===== src/rtl/tick_timer_pkg.sv =====
package tick_timer_pkg;

    typedef enum logic [2:0] {
        MODE_FREE   = 3'd0,
        MODE_PERIOD = 3'd1,
        MODE_DOWN   = 3'd2,
        MODE_UPDN   = 3'd3,
        MODE_SD     = 3'd4
    } tmr_mode_e;

endpackage


===== src/rtl/tmr_clk_path.sv =====
module tmr_clk_path #(
    parameter int N_ALT = 2,
    parameter int PSC_W = 3,
    parameter int SRC_W = 2
) (
    input  logic             clk,
    input  logic             rst_n,
    input  logic [SRC_W-1:0] src_sel,
    input  logic [N_ALT-1:0] alt_clk,
    input  logic             ext_pin,
    input  logic             clk_inv,
    input  logic             sync_en,
    input  logic [PSC_W-1:0] psc_exp,
    output logic             tick
);
    localparam int PCNT_W = (1 << PSC_W) - 1;

    typedef struct packed {
        logic [1:0]        sync;
        logic              prev;
        logic [PCNT_W-1:0] pcnt;
        logic [PSC_W-1:0]  psc;
    } path_st_t;

    path_st_t q, d;

    logic [N_ALT:0]    pool;
    logic              sel_lvl;
    logic              lvl;
    logic              samp;
    logic              src_edge;
    logic [PCNT_W-1:0] mask;

    assign pool = {ext_pin, alt_clk};

    always_comb begin
        sel_lvl = ext_pin;
        for (int i = 0; i <= N_ALT; i++) begin
            if (int'(src_sel) == i + 1) sel_lvl = pool[i];
        end
        lvl      = sel_lvl ^ clk_inv;
        samp     = sync_en ? q.sync[1] : lvl;
        src_edge = (src_sel == '0) ? 1'b1 : (samp & ~q.prev);
        mask     = ~({PCNT_W{1'b1}} << psc_exp);

        d      = q;
        tick   = 1'b0;
        d.sync = {q.sync[0], lvl};
        d.prev = samp;
        d.psc  = psc_exp;
        if (psc_exp != q.psc) begin
            d.pcnt = '0;
        end else if (src_edge) begin
            if (q.pcnt == mask) begin
                d.pcnt = '0;
                tick   = 1'b1;
            end else begin
                d.pcnt = q.pcnt + PCNT_W'(1);
            end
        end
    end

    always_ff @(posedge clk or negedge rst_n) begin
        if (!rst_n) q <= '0;
        else        q <= d;
    end

endmodule


===== src/rtl/tmr_core.sv =====
module tmr_core
    import tick_timer_pkg::*;
#(
    parameter int W = 16
) (
    input  logic         clk,
    input  logic         rst_n,
    input  logic         tick,
    input  tmr_mode_e    mode,
    input  logic [W-1:0] period,
    input  logic [W-1:0] sd_value,
    input  logic         ovf_clr,
    output logic [W-1:0] count,
    output logic         ovf_flag,
    output logic         sd_out
);
    typedef struct packed {
        logic [W-1:0] cnt;
        logic         dn;
        logic         ovf;
        logic         sd;
    } core_st_t;

    core_st_t q, d;
    logic     evt;
    logic [W:0] sum;

    always_comb begin
        d   = q;
        evt = 1'b0;
        sum = '0;
        if (mode != MODE_UPDN) d.dn = 1'b0;
        if (mode != MODE_SD)   d.sd = 1'b0;
        if (tick) begin
            case (mode)
                MODE_FREE: begin
                    sum   = {1'b0, q.cnt} + {{W{1'b0}}, 1'b1};
                    d.cnt = sum[W-1:0];
                    evt   = sum[W];
                end
                MODE_PERIOD: begin
                    if (q.cnt >= period) begin
                        d.cnt = '0;
                        evt   = 1'b1;
                    end else begin
                        d.cnt = q.cnt + W'(1);
                    end
                end
                MODE_DOWN: begin
                    if (q.cnt == '0) begin
                        d.cnt = period;
                        evt   = 1'b1;
                    end else begin
                        d.cnt = q.cnt - W'(1);
                    end
                end
                MODE_UPDN: begin
                    if (!q.dn) begin
                        if (q.cnt >= period) begin
                            d.dn  = 1'b1;
                            d.cnt = (q.cnt == '0) ? '0 : q.cnt - W'(1);
                        end else begin
                            d.cnt = q.cnt + W'(1);
                        end
                    end else if (q.cnt == '0) begin
                        d.dn  = 1'b0;
                        d.cnt = (period == '0) ? '0 : W'(1);
                        evt   = 1'b1;
                    end else begin
                        d.cnt = q.cnt - W'(1);
                    end
                end
                MODE_SD: begin
                    sum   = {1'b0, q.cnt} + {1'b0, sd_value};
                    d.cnt = sum[W-1:0];
                    d.sd  = sum[W];
                end
                default: ;
            endcase
        end
        d.ovf = evt | (q.ovf & ~ovf_clr);
    end

    always_ff @(posedge clk or negedge rst_n) begin
        if (!rst_n) q <= '0;
        else        q <= d;
    end

    assign count    = q.cnt;
    assign ovf_flag = q.ovf;
    assign sd_out   = q.sd;

endmodule


===== src/rtl/tick_timer.sv =====
module tick_timer
    import tick_timer_pkg::*;
#(
    parameter int W     = 16,
    parameter int N_ALT = 2,
    parameter int PSC_W = 3,
    localparam int SRC_W = $clog2(N_ALT + 2)
) (
    input  logic             clk,
    input  logic             rst_n,
    input  logic [SRC_W-1:0] src_sel,
    input  logic [N_ALT-1:0] alt_clk,
    input  logic             ext_pin,
    input  logic             clk_inv,
    input  logic             sync_en,
    input  logic [PSC_W-1:0] psc_exp,
    input  logic [2:0]       mode,
    input  logic [W-1:0]     period,
    input  logic [W-1:0]     sd_value,
    input  logic             irq_en,
    input  logic             ovf_clr,
    output logic [W-1:0]     count,
    output logic             ovf_flag,
    output logic             irq,
    output logic             sd_out
);
    logic tick;

    tmr_clk_path #(
        .N_ALT(N_ALT),
        .PSC_W(PSC_W),
        .SRC_W(SRC_W)
    ) u_path (
        .clk     (clk),
        .rst_n   (rst_n),
        .src_sel (src_sel),
        .alt_clk (alt_clk),
        .ext_pin (ext_pin),
        .clk_inv (clk_inv),
        .sync_en (sync_en),
        .psc_exp (psc_exp),
        .tick    (tick)
    );

    tmr_core #(
        .W(W)
    ) u_core (
        .clk      (clk),
        .rst_n    (rst_n),
        .tick     (tick),
        .mode     (tmr_mode_e'(mode)),
        .period   (period),
        .sd_value (sd_value),
        .ovf_clr  (ovf_clr),
        .count    (count),
        .ovf_flag (ovf_flag),
        .sd_out   (sd_out)
    );

    assign irq = ovf_flag & irq_en;

endmodule


===== config.mk =====
export PLATFORM = sky130hd
export DESIGN_NAME = tick_timer
export DESIGN_NICKNAME = d
export VERILOG_FILES = /design/src/rtl/tick_timer_pkg.sv /design/src/rtl/tmr_clk_path.sv /design/src/rtl/tmr_core.sv /design/src/rtl/tick_timer.sv
export SDC_FILE = /design/constraint.sdc
export NUM_CORES = 1
export LEC_CHECK = 0
export CAP_MARGIN = 20
export CORE_ASPECT_RATIO = 1.5
export CORE_MARGIN = 3
export CORE_UTILIZATION = 28
export CTS_CLUSTER_DIAMETER = 30
export DETAILED_ROUTE_END_ITERATION = 16
export GPL_ROUTABILITY_DRIVEN = 1
export PLACE_DENSITY = 0.56
export SYNTH_ARGS = -nofsm -noshare
export SYNTH_HDL_FRONTEND = slang
export SYNTH_SLANG_ARGS = --single-unit

===== constraint.sdc =====
create_clock -name clk -period 2.74 [get_ports clk]
set_input_delay 0.548 -clock clk [delete_from_list [all_inputs] [get_ports clk]]
set_output_delay 0.548 -clock clk [all_outputs]
set_load 0.02 [all_outputs]

---- Word level (Yosys, flattened, before mapping) ----
Cells that the tools add are included.
operators by class
  add/subtract/negate cells ............... 5
  magnitude comparators ................... 1
  eq/ne operators ......................... 11
  shifts and indexed selects .............. 1
  mux-type cells .......................... 32
  bitwise gates (word level) .............. 8
  reductions and logical operators ........ 7
operator list
  operator               count
  $mux 16                5
  $pmux 16 s5            1
  $logic_not 16->1       2
  $mux 1                 21
  $mux 7                 3
  $add 16x1->17 const B  1
  $add 16x16->17         1
  $mux 17                1
  $add 16x1->16 const B  1
  $ge 16x16->1           1
  $sub 16x1->16 const B  1
  $add 7x1->7 const B    1
  $eq 7x7->1             1
  $not 7->7              1
  $shl 7x3->7 const A    1
  $eq 3x2->1 const B     2
  $reduce_bool 5->1      1
  $eq 2x2->1 const B     2
  $pmux 1 s4             1
  $and 1x1->1            3
  $eq 3x1->1 const B     1
  $eq 3x3->1 const B     1
  $logic_not 3->1        1
  $ne 3x2->1 const B     1
  9 further kinds        10
word-level totals
  bits in registers ....................... 32
  input bits .............................. 49
  output and inout bits ................... 19
  logic and storage cells ................. 73

---- Longest topological paths before layout ----
Gate-level depths: netlist (run 1).
  depth after elaboration ................. 12
  depth in mapped cells ................... 10
  gate-level depth less buffers ........... 9

---- Cells and area by module ----
From an unflattened synthesis (run 1), not the netlist that was laid out.
unflattened totals
  cell total of the unflattened synthesis .. 502
  area, all modules ....................... 3,997.6 um2
by module, submodules not included
  module        times used  cells an instance  area each (um2)  seq. area each (um2)
  tmr_core      1           418                3,175.5          475.5
  tmr_clk_path  1           83                 815.8            325.3
  tick_timer    1           1                  6.3              0.0

---- Least setup slack after synthesis (run 1) ----
No wires, ideal clock.
  path type ............................... input -> register
  from .................................... in period[7]
  to ...................................... reg u_core.q, in the netlist u_core.count[11]
  library setup time ...................... 0.139 ns
  arrival ................................. 2.500 ns
  required time ........................... 2.601 ns
  setup slack ............................. 0.101 ns
  stages on the path ...................... 9
  buffers on the path ..................... 0
  cells stage by stage .................... inv_1 -> ha_1 -> and2_1 -> a221oi_1 -> o21ai_0 -> a2111oi_2 -> nor2_1 -> a2111oi_0 -> a211oi_1
between the ends
  cells in the longest elaborated chain, start to end .. 4
  elaborated cells on any way between the ends .. 5
  those cells by class .................... order compare (1); mux (4)
ends and longest elaborated chain
  element               line                            source
  from (decl)           tick_timer.sv:18                input logic [W-1:0] period,
  $ge 16x16->1 *        tmr_core.sv:42, tmr_core.sv:59
  $mux 16               tmr_core.sv:59                  if (q.cnt >= period) begin
  $mux 17               tmr_core.sv:58                  if (!q.dn) begin
  $pmux 16 s5 *         tmr_core.sv:35                  case (mode)
  to (signal assigned)  tmr_core.sv:85                  if (!rst_n) q <= '0;
  to (signal assigned)  tmr_core.sv:86                  else q <= d;
  to (decl)             tmr_core.sv:24                  core_st_t q, d;
Mark *: on every way between the ends. The rest lies on a longest branch, timed or not.
A chain may end at the register's enable or synchronous reset.

---- Worst setup path after layout (run 1) ----
  from .................................... in period[0]
  to ...................................... reg u_core.q, in the netlist u_core.count[13]
The elaborated chain is that of the path after synthesis.

==> results.ini, run 1 <==
[final_layout]
layout_common_cells=buf_4, clkdlybuf4s50_1, nand2_1
multiInputGateArea_mm2=0.00335
fill_cells=1483
layout_commonest_cell=buf_4
final_core_util=0.458
drive_gt1_frac=0.309
nets=790
num_antenna_cells=0
syn_to_final_growth_pct=58.1
seq_area_um2=802

[critical_path]
critPathMaxFanout=4
start_kind=primary input
r2r_cells=11
r2r_end=u_core.count[13]
critical_path_class=in -> reg
worstPathArrival_ns=2.81
r2r_start=u_core.count[0]
cp_slowest_cell=clkdlybuf4s50_1
critical_path.cell_chain=clkdlybuf4s50_1, ha_1, nand2b_4, a31oi_4, o21a_4, o2111ai_4, buf_6, a32oi_2, o221ai_1, a22o_1
worst-path-buf-inv=2
max_stage_delay_ns=0.45
ff2ff_setup_slack_ns=0.20
cpLargestDelayFamily=compound AO/OA/AOI/OAI gates
cp_data_required_time_ns=2.91
cp-end-kind=flip-flop

[global_route]
grt_pass1_wl_um=27500
grt_antenna_before_repair=0
grt_pass1_vias=5103
grt_start_max_net_pins=33
gr-total-overflow=0
track_usage=0.215

[power]
power.density_mw_per_mm2=296
leakagePower_uw=0.00286
power.total_uw=1920
p_seq_frac=0.269
p_clk_frac=0.307
intPower_uw=1250
power_frac_comb=0.424
switching_power_uw=670
ir_drop_uv=192
swShare=0.349

[yosys]
netlist_instances=520
synth_cell_type_count=72
yosysSeqAreaShare=0.195
syn_nets=606
synthFlopType=dfrtp_1
syn_area_mm2=0.00411
avgSynthCellArea_um2=7.90
synth_edf_count=0
synth_seq_cells=32
async_flop_share=1.00
ys_warn_count=0

[drt]
drt_iter0_drc=241
routed_via_density=5.37
wl_um=17400
num_vias=4819
drcViolationCount=0
drt_first_pass_iters=5
ant_nets=0
wl_per_cell_um=19.4

[timing]
tns_ns=0
finalCriticalPeriod_ns=2.64
fin_crit_sh=0.963
max_slew_margin=0.677
slew_viol_final=0
fmax_ghz=0.379
worst_slew_pin_slew_ns=0.485
hold_viol_final=0
whs_ns=0.364
skew_ns=0.00995
finalSetupViolCount=0
setup_ws_ns=0.102
rsz0062_at_grt=yes

[hold_path]
whs_path_depth=0
hold_start=u_path.d[12]
hold_end=u_path.q[12]
hp-class=reg -> reg

[placed_design]
hpwl_um=14100
routabilityCongestion=1.03
post-place-ws_ns=-0.724
port_buffers=67

[floorplanning]
die-height_um=154
core.rowCount=53
start_util=0.289
fp.coreArea_mm2=0.0142
fp.dieW_um=105
ioPinCount=68
die_area_mm2=0.0162

[clock_tree]
cts-buffers-inserted=5
cts_max_level=2
hold_buffers=0
clk_pin_slew_worst_paths_ns=0.05
cts_sinks=32
clock_path_buffers=2
cts_root_buf=clkbuf_16
tritoncts=yes
insertion_delay_ns=0.29

[flow_run]
cap_violations=0

[outcome]
outcome=completed

registers in the layout (all words and copies together), names as in the netlist:
| name | count |
|---|---|
| u_path.q | 12 |
| u_core.q | 1 |
| u_core.count | 16 |
| u_path.d | 1 |
| u_core.sd_out | 1 |
| u_core.ovf_flag | 1 |
timing repair:
action,CTS,global route
pin swaps,20,21
hold endpoints to repair,0,0
resized for setup,49,40
setup endpoints to repair,18,19
setup buffers,7,0
layout make-up:
| class | instances | share of cell area |
|---|---|---|
| clock buffers | 6 | 0.0214 |
| clock inverters | 2 | 0.00154 |
| inverters | 37 | 0.0214 |
| multi-input cells | 415 | 0.516 |
| flip-flops and latches | 32 | 0.124 |
| well taps | 192 | 0.0370 |
| repair buffers | 213 | 0.280 |
metrics by stage:
step / cells / cell area, um2
finish: 897 / 6490
global route: 897 / 6490
CTS: 898 / 6290
detailed placement: 883 / 5880
global placement: 883 / 5880
floorplan: 520 / 4110
logic make-up (layout without fill, tap and decap cells):
family / count (synthesis) / in the layout / share of synthesized area
AO/OA/AOI/OAI: 159 / 159 / 0.272
XOR/XNOR: 37 / 37 / 0.0789
adder cells (fa/ha/maj): 37 / 37 / 0.115
buffers and inverters: 73 / 258 / 0.0868
flip-flops: 32 / 32 / 0.195
multiplexers: 5 / 5 / 0.0128
AND/OR/NAND/NOR: 177 / 177 / 0.240
layer usage:
metal | track usage | part of all wire | up-vias
li1 | - | - | 2296
met1 | 0.230 | 0.37 | 2337
met2 | 0.403 | 0.54 | 139
met3 | 0.0309 | 0.038 | 47
met4 | 0.109 | 0.048 | 0
met5 | 0 | 0 | -
cell usage after synthesis (3+ instances only):
master	number	area share
nand4_1	7	0.011
nor3_1	11	0.013
a31oi_1	7	0.011
a22oi_1	3	0.0055
o31ai_1	8	0.015
dfrtp_1	32	0.19
or3_1	3	0.0046
a21o_1	9	0.016
xor2_1	17	0.036
and4_1	7	0.015
a32oi_1	4	0.0085
a22o_1	4	0.0085
nor3b_1	4	0.0073
nand2b_1	8	0.012
inv_1	37	0.034
nor4_1	9	0.014
ha_1	36	0.11
o22ai_1	3	0.0046
mux2i_1	3	0.0073
a211oi_1	6	0.011
nand2_1	38	0.035
and3_1	8	0.012
o41ai_1	3	0.0064
buf_4	17	0.031
o21ai_0	28	0.034
and2_1	9	0.014
o2bb2ai_1	3	0.0064
a21oi_1	33	0.040
o2111ai_1	8	0.017
o211ai_1	4	0.0073
o221ai_1	4	0.0085
o21a_1	6	0.011
clkbuf_1	14	0.013
a221oi_1	4	0.0085
a2111oi_0	3	0.0064
nor2_1	36	0.033
o22a_1	3	0.0064
xnor2_1	20	0.043
nand3_1	18	0.022
buf_2	3	0.0037
power by group through the flow:
| stage | Sequential [uW] | Clock, uW | Combinational (uW) |
|---|---|---|---|
| floorplan | 522 | 0 | 344 |
| global placement | 522 | 0 | 720 |
| detailed placement | 524 | 0 | 728 |
| CTS | 516 | 602 | 779 |
| global route | 520 | 622 | 880 |
| finish | 517 | 589 | 814 |
worst max-delay path by stage:
stage / depth (start not counted) / end / startpoint
6_report: 10 / u_core.count[13] / period[0]
5_1_grt: 11 / u_core.count[2] / period[9]
4_1_cts: 11 / u_core.count[4] / period[7]
3_5_place_dp: 11 / u_core.count[14] / sd_value[0]
3_3_place_gp: 11 / u_core.count[13] / period[7]
2_1_floorplan: 9 / u_core.count[11] / period[7]
Note: power is estimated with default switching activity, not from simulation.
==> run 2, diff against run 1 <==
TNS_END_PERCENT = 10   (was default)
==> run 2 against run 1 <==
Effect of this change: cell count rose by 0.11%; cell area fell by 0.64%; clock-buffer cell count did not move; routed wire length fell by 0.41%; combinational power fell by 1%; critical path type unchanged.
==> results.ini, run 2 (synthesized netlist as in run 1, its figures left out) <==
[clock_tree]
cts_root_buf=clkbuf_16
clk_pin_slew_worst_paths_ns=0.05
clock_path_buffers=2
cts_sinks=32
tritoncts=yes
cts_max_level=2
insertion_delay_ns=0.29
cts-buffers-inserted=5

[drt]
wl_per_cell_um=19.3
num_vias=4823
routed_via_density=5.37
ant_nets=0
wl_um=17300
drcViolationCount=0
drt_first_pass_iters=4
drt_iter0_drc=247

[floorplanning]
ioPinCount=68
start_util=0.289
core.rowCount=53
die_area_mm2=0.0162
fp.coreArea_mm2=0.0142
die-height_um=154
fp.dieW_um=105

[power]
leakagePower_uw=0.00285
power_frac_comb=0.422
swShare=0.347
switching_power_uw=662
power.density_mw_per_mm2=295
p_clk_frac=0.308
ir_drop_uv=192
p_seq_frac=0.271
intPower_uw=1240

[final_layout]
layout_common_cells=buf_4, clkdlybuf4s50_1, nand2_1
fill_cells=1485
largest_reg_flops=16
final_cells=898
final_core_util=0.455
drive_gt1_frac=0.303
layout_commonest_cell=buf_4
num_antenna_cells=0
nets=791
syn_to_final_growth_pct=57.1

[placed_design]
routabilityCongestion=1.03
dp_cells=883
hpwl_um=14100
port_buffers=67

[global_route]
grt_antenna_before_repair=0
grt_pass1_wl_um=27500
grt_pass1_vias=5103
gr-total-overflow=0
track_usage=0.215
grt_start_max_net_pins=33

[timing]
worst_slew_pin_slew_ns=0.485
rsz0062_at_grt=yes
max_slew_margin=0.676
skew_ns=0.0101
slew_viol_final=0
finalSetupViolCount=0
finalCriticalPeriod_ns=2.67
fmax_ghz=0.375
hold_viol_final=0
tns_ns=0
fin_crit_sh=0.974

[critical_path]
worstPathArrival_ns=2.84
critical_path_class=in -> reg
start_kind=primary input
cp-end-kind=flip-flop
cp_data_required_time_ns=2.91
critPathMaxFanout=4

[outcome]
outcome=completed

[hold_path]
hp-class=reg -> reg

[flow_run]
cap_violations=0

run 2: cell type report:
cell class	instances	area, um2	area share
clock buffer	6	139	0.0215
multi-input combinational	415	3300	0.511
tap	192	240	0.0372
clock inverter	2	10.0	0.00155
sequential	32	802	0.124
inverter	37	139	0.0215
timing repair buffer	214	1820	0.283
run 2: per-stage QoR:
stage	setup WS, ns	instance area, um2	hold slack, ns	total power (uW)
6_report	0.0718	6450	0.363	1910
5_1_grt	-0.0344	6450	0.383	2010
4_1_cts	0.00355	6290	0.368	1900
3_5_place_dp	-0.724	5880	0.346	1250
3_3_place_gp	-0.629	5880	0.338	1240
2_1_floorplan	0.101	4110	0.252	866
run 2: routing by layer:
| metal | global-route usage | wire [um] | share of wire | up-vias |
|---|---|---|---|---|
| met5 | 0 | 0 | 0 | - |
| met4 | 0.109 | 824 | 0.048 | 0 |
| met3 | 0.0309 | 619 | 0.036 | 47 |
| met2 | 0.403 | 9380 | 0.54 | 135 |
| met1 | 0.230 | 6470 | 0.37 | 2338 |
| li1 | - | - | - | 2303 |
run 2: path summary, 6_finish.rpt:
check / cells after the start / slack [ns] / end / startpoint
worst max-delay path: 10 / 0.07 / u_core.count[13] / period[0]
worst min-delay path: 0 / 0.36 / u_path.q[12] / u_path.d[12]
worst max register to register: 11 / 0.16 / u_core.count[13] / u_core.count[0]
worst min register to register: 0 / 0.36 / u_path.q[12] / u_path.d[12]
max in group asynchronous: 2 / 1.68 / u_core.count[1] / rst_n
min in group asynchronous: 2 / 0.69 / u_core.count[9] / rst_n
run 2: worst max-delay path: stages:
cell             delay (ns)
clkdlybuf4s50_1        0.45
ha_1                   0.29
nand2b_1               0.18
a31oi_4                0.22
o21a_4                 0.21
o2111ai_4              0.18
buf_6                  0.17
a32oi_2                0.20
o221ai_1               0.14
a22o_1                 0.25
run 2: repair_timing:
| action | in CTS | in global routing |
|---|---|---|
| pin swaps | 20 | 17 |
| hold buffers | 0 | 0 |
| resized for setup | 49 | 34 |
| setup endpoints to repair | 18 | 19 |
| setup buffers | 7 | 0 |
run 2: power groups by stage:
stage / clock [uW] / sequential [uW] / combinational [uW]
2_1_floorplan: 0 / 522 / 344
3_3_place_gp: 0 / 522 / 720
3_5_place_dp: 0 / 524 / 728
4_1_cts: 602 / 516 / 779
5_1_grt: 622 / 520 / 871
6_report: 586 / 516 / 804
==> run 3, diff against run 2 <==
CORE_UTILIZATION = 36   (was 28)
PLACE_DENSITY = 0.67   (was 0.56)
==> run 3 against run 2 <==
Effect of this change: first-iteration DRC count is 35% higher; power down 0.15%; combinational power shrank 2%; cell area is 3.2% lower; via count rose by 0.64%; clock power rose by 2%.
==> results.ini, run 3 (synthesized netlist as in run 1, its figures left out) <==
[floorplanning]
core.rowCount=47
start_util=0.370
fp.coreArea_mm2=0.0111
ioPinCount=68
die-height_um=137
fp.dieW_um=93.2
die_area_mm2=0.0128

[timing]
finalSetupViolCount=0
finalCriticalPeriod_ns=2.69
whs_ns=0.346
rsz0062_at_grt=yes
fin_crit_sh=0.981
worst_slew_pin_slew_ns=0.489
skew_ns=0.0119
slew_viol_final=0
hold_viol_final=0
fmax_ghz=0.372
max_slew_margin=0.674

[flow_run]
cap_violations=0

[global_route]
grt_antenna_before_repair=0
grt_pass1_vias=4920
gr-total-overflow=0
grt_pass1_wl_um=25700
track_usage=0.261
grt_start_max_net_pins=33

[power]
p_clk_frac=0.315
switching_power_uw=646
ir_drop_uv=189
intPower_uw=1260
power_frac_comb=0.414
power.total_uw=1900
p_seq_frac=0.271
power.density_mw_per_mm2=305
leakagePower_uw=0.00279
swShare=0.339

[clock_tree]
cts_sinks=32
clock_path_buffers=2
cts-buffers-inserted=5
clk_pin_slew_worst_paths_ns=0.05
cts_max_level=2
cts_root_buf=clkbuf_16
tritoncts=yes
insertion_delay_ns=0.29

[hold_path]
hp-class=reg -> reg
hold_end=u_path.q[12]
whs_path_depth=0
hold_start=u_path.d[12]

[drt]
routed_via_density=5.76
met2_length_um=8510
drt_iter0_drc=334
num_vias=4854
highest_layer=met4
wl_um=16600
drcViolationCount=0
ant_nets=0
wl_met3_um=834
drt_first_pass_iters=5
wl_per_cell_um=19.7
wl_met1_um=6140

[final_layout]
fin_area_mm2=0.00624
layout_commonest_cell=buf_4
syn_to_final_growth_pct=52.0
largest_reg_flops=16
multiInputGateArea_mm2=0.00322
layout_common_cells=buf_4, clkdlybuf4s50_1, nand2_1, nor2_1, inv_1
seq_area_um2=801
drive_gt1_frac=0.283
num_antenna_cells=0
fill_cells=1016
nets=782
final_core_util=0.562
final_cells=843

[critical_path]
worst-path-buf-inv=5
cp-end-kind=flip-flop
worstPathArrival_ns=2.90
cp_data_required_time_ns=2.96
r2r_cells=11
cp_slowest_cell=clkdlybuf4s50_1
critPathMostFrequentCell=buf_4
max_stage_delay_ns=0.51
ff2ff_setup_slack_ns=0.10
r2r_start=u_core.count[1]
critPathMaxFanout=4
crit_cells=13
critical_path.cell_chain=clkdlybuf4s50_1, inv_1, ha_4, a21oi_2, o21ai_0, buf_4, a21o_4, a21oi_2, buf_4, a21oi_4, buf_4, o221ai_1, a22o_1
r2r_end=u_core.count[2]
cpLargestDelayFamily=buffers and inverters
start_kind=primary input
critical_path_class=in -> reg

[outcome]
outcome=completed

[placed_design]
placed_area_mm2=0.00578
dp_cells=833
hpwl_um=13200
routabilityCongestion=0.959
port_buffers=67

==> run 3: cell types whose count changed in the layout (fill, tap and decap cells not counted), sizes merged <==
cell,previous run,this run
clkinv,2,0
clkdlybuf4s15,0,1
clkdlybuf4s50,56,54
dlygate4sd2,4,5
buf,147,138
clkbuf,6,7
==> run 3: worst max-delay path by stage <==
stage | from | end | slack, ns
final | period[11] | u_core.count[13] | 0.05
after global routing | sd_value[9] | u_core.count[14] | -0.11
after CTS | period[7] | u_core.count[4] | -0.04
after detailed placement | sd_value[0] | u_core.count[14] | -0.66
after global placement | sd_value[0] | u_core.count[14] | -0.67
after floorplan | period[7] | u_core.count[11] | 0.10
==> run 3: routing by layer <==
layer / up-vias / track usage
met4: 0 / 0.157
met3: 67 / 0.0286
li1: 2288 / -
met2: 215 / 0.473
met1: 2284 / 0.290
met5: - / 0
==> run 3: layout make-up <==
cell class / count / area share
tap: 147 / 0.0295
clock buffer: 7 / 0.0244
multi-input combinational: 415 / 0.516
sequential: 32 / 0.128
timing repair buffer: 205 / 0.280
inverter: 37 / 0.0226
==> run 3: per-stage QoR <==
step / setup TNS, ns / setup WS (ns)
after global placement: -9.19 / -0.666
after detailed placement: -9.94 / -0.662
after global routing: -0.129 / -0.112
after floorplan: 0 / 0.101
final: 0 / 0.0508
after CTS: -0.118 / -0.0432
==> run 3: what timing repair did <==
action                                  in CTS  in global routing
hold buffers                                 0                  0
buffers inserted                             2                  2
gates resized for setup                     35                 40
endpoints found under the setup margin      19                 21
pin swaps                                   18                 19
==> run 3: power groups by stage <==
stage          sequential (uW)  combinational, uW  clock (uW)
2_1_floorplan              522                344           0
3_3_place_gp               521                717           0
3_5_place_dp               522                725           0
4_1_cts                    514                750         608
5_1_grt                    518                851         622
6_report                   515                788         600
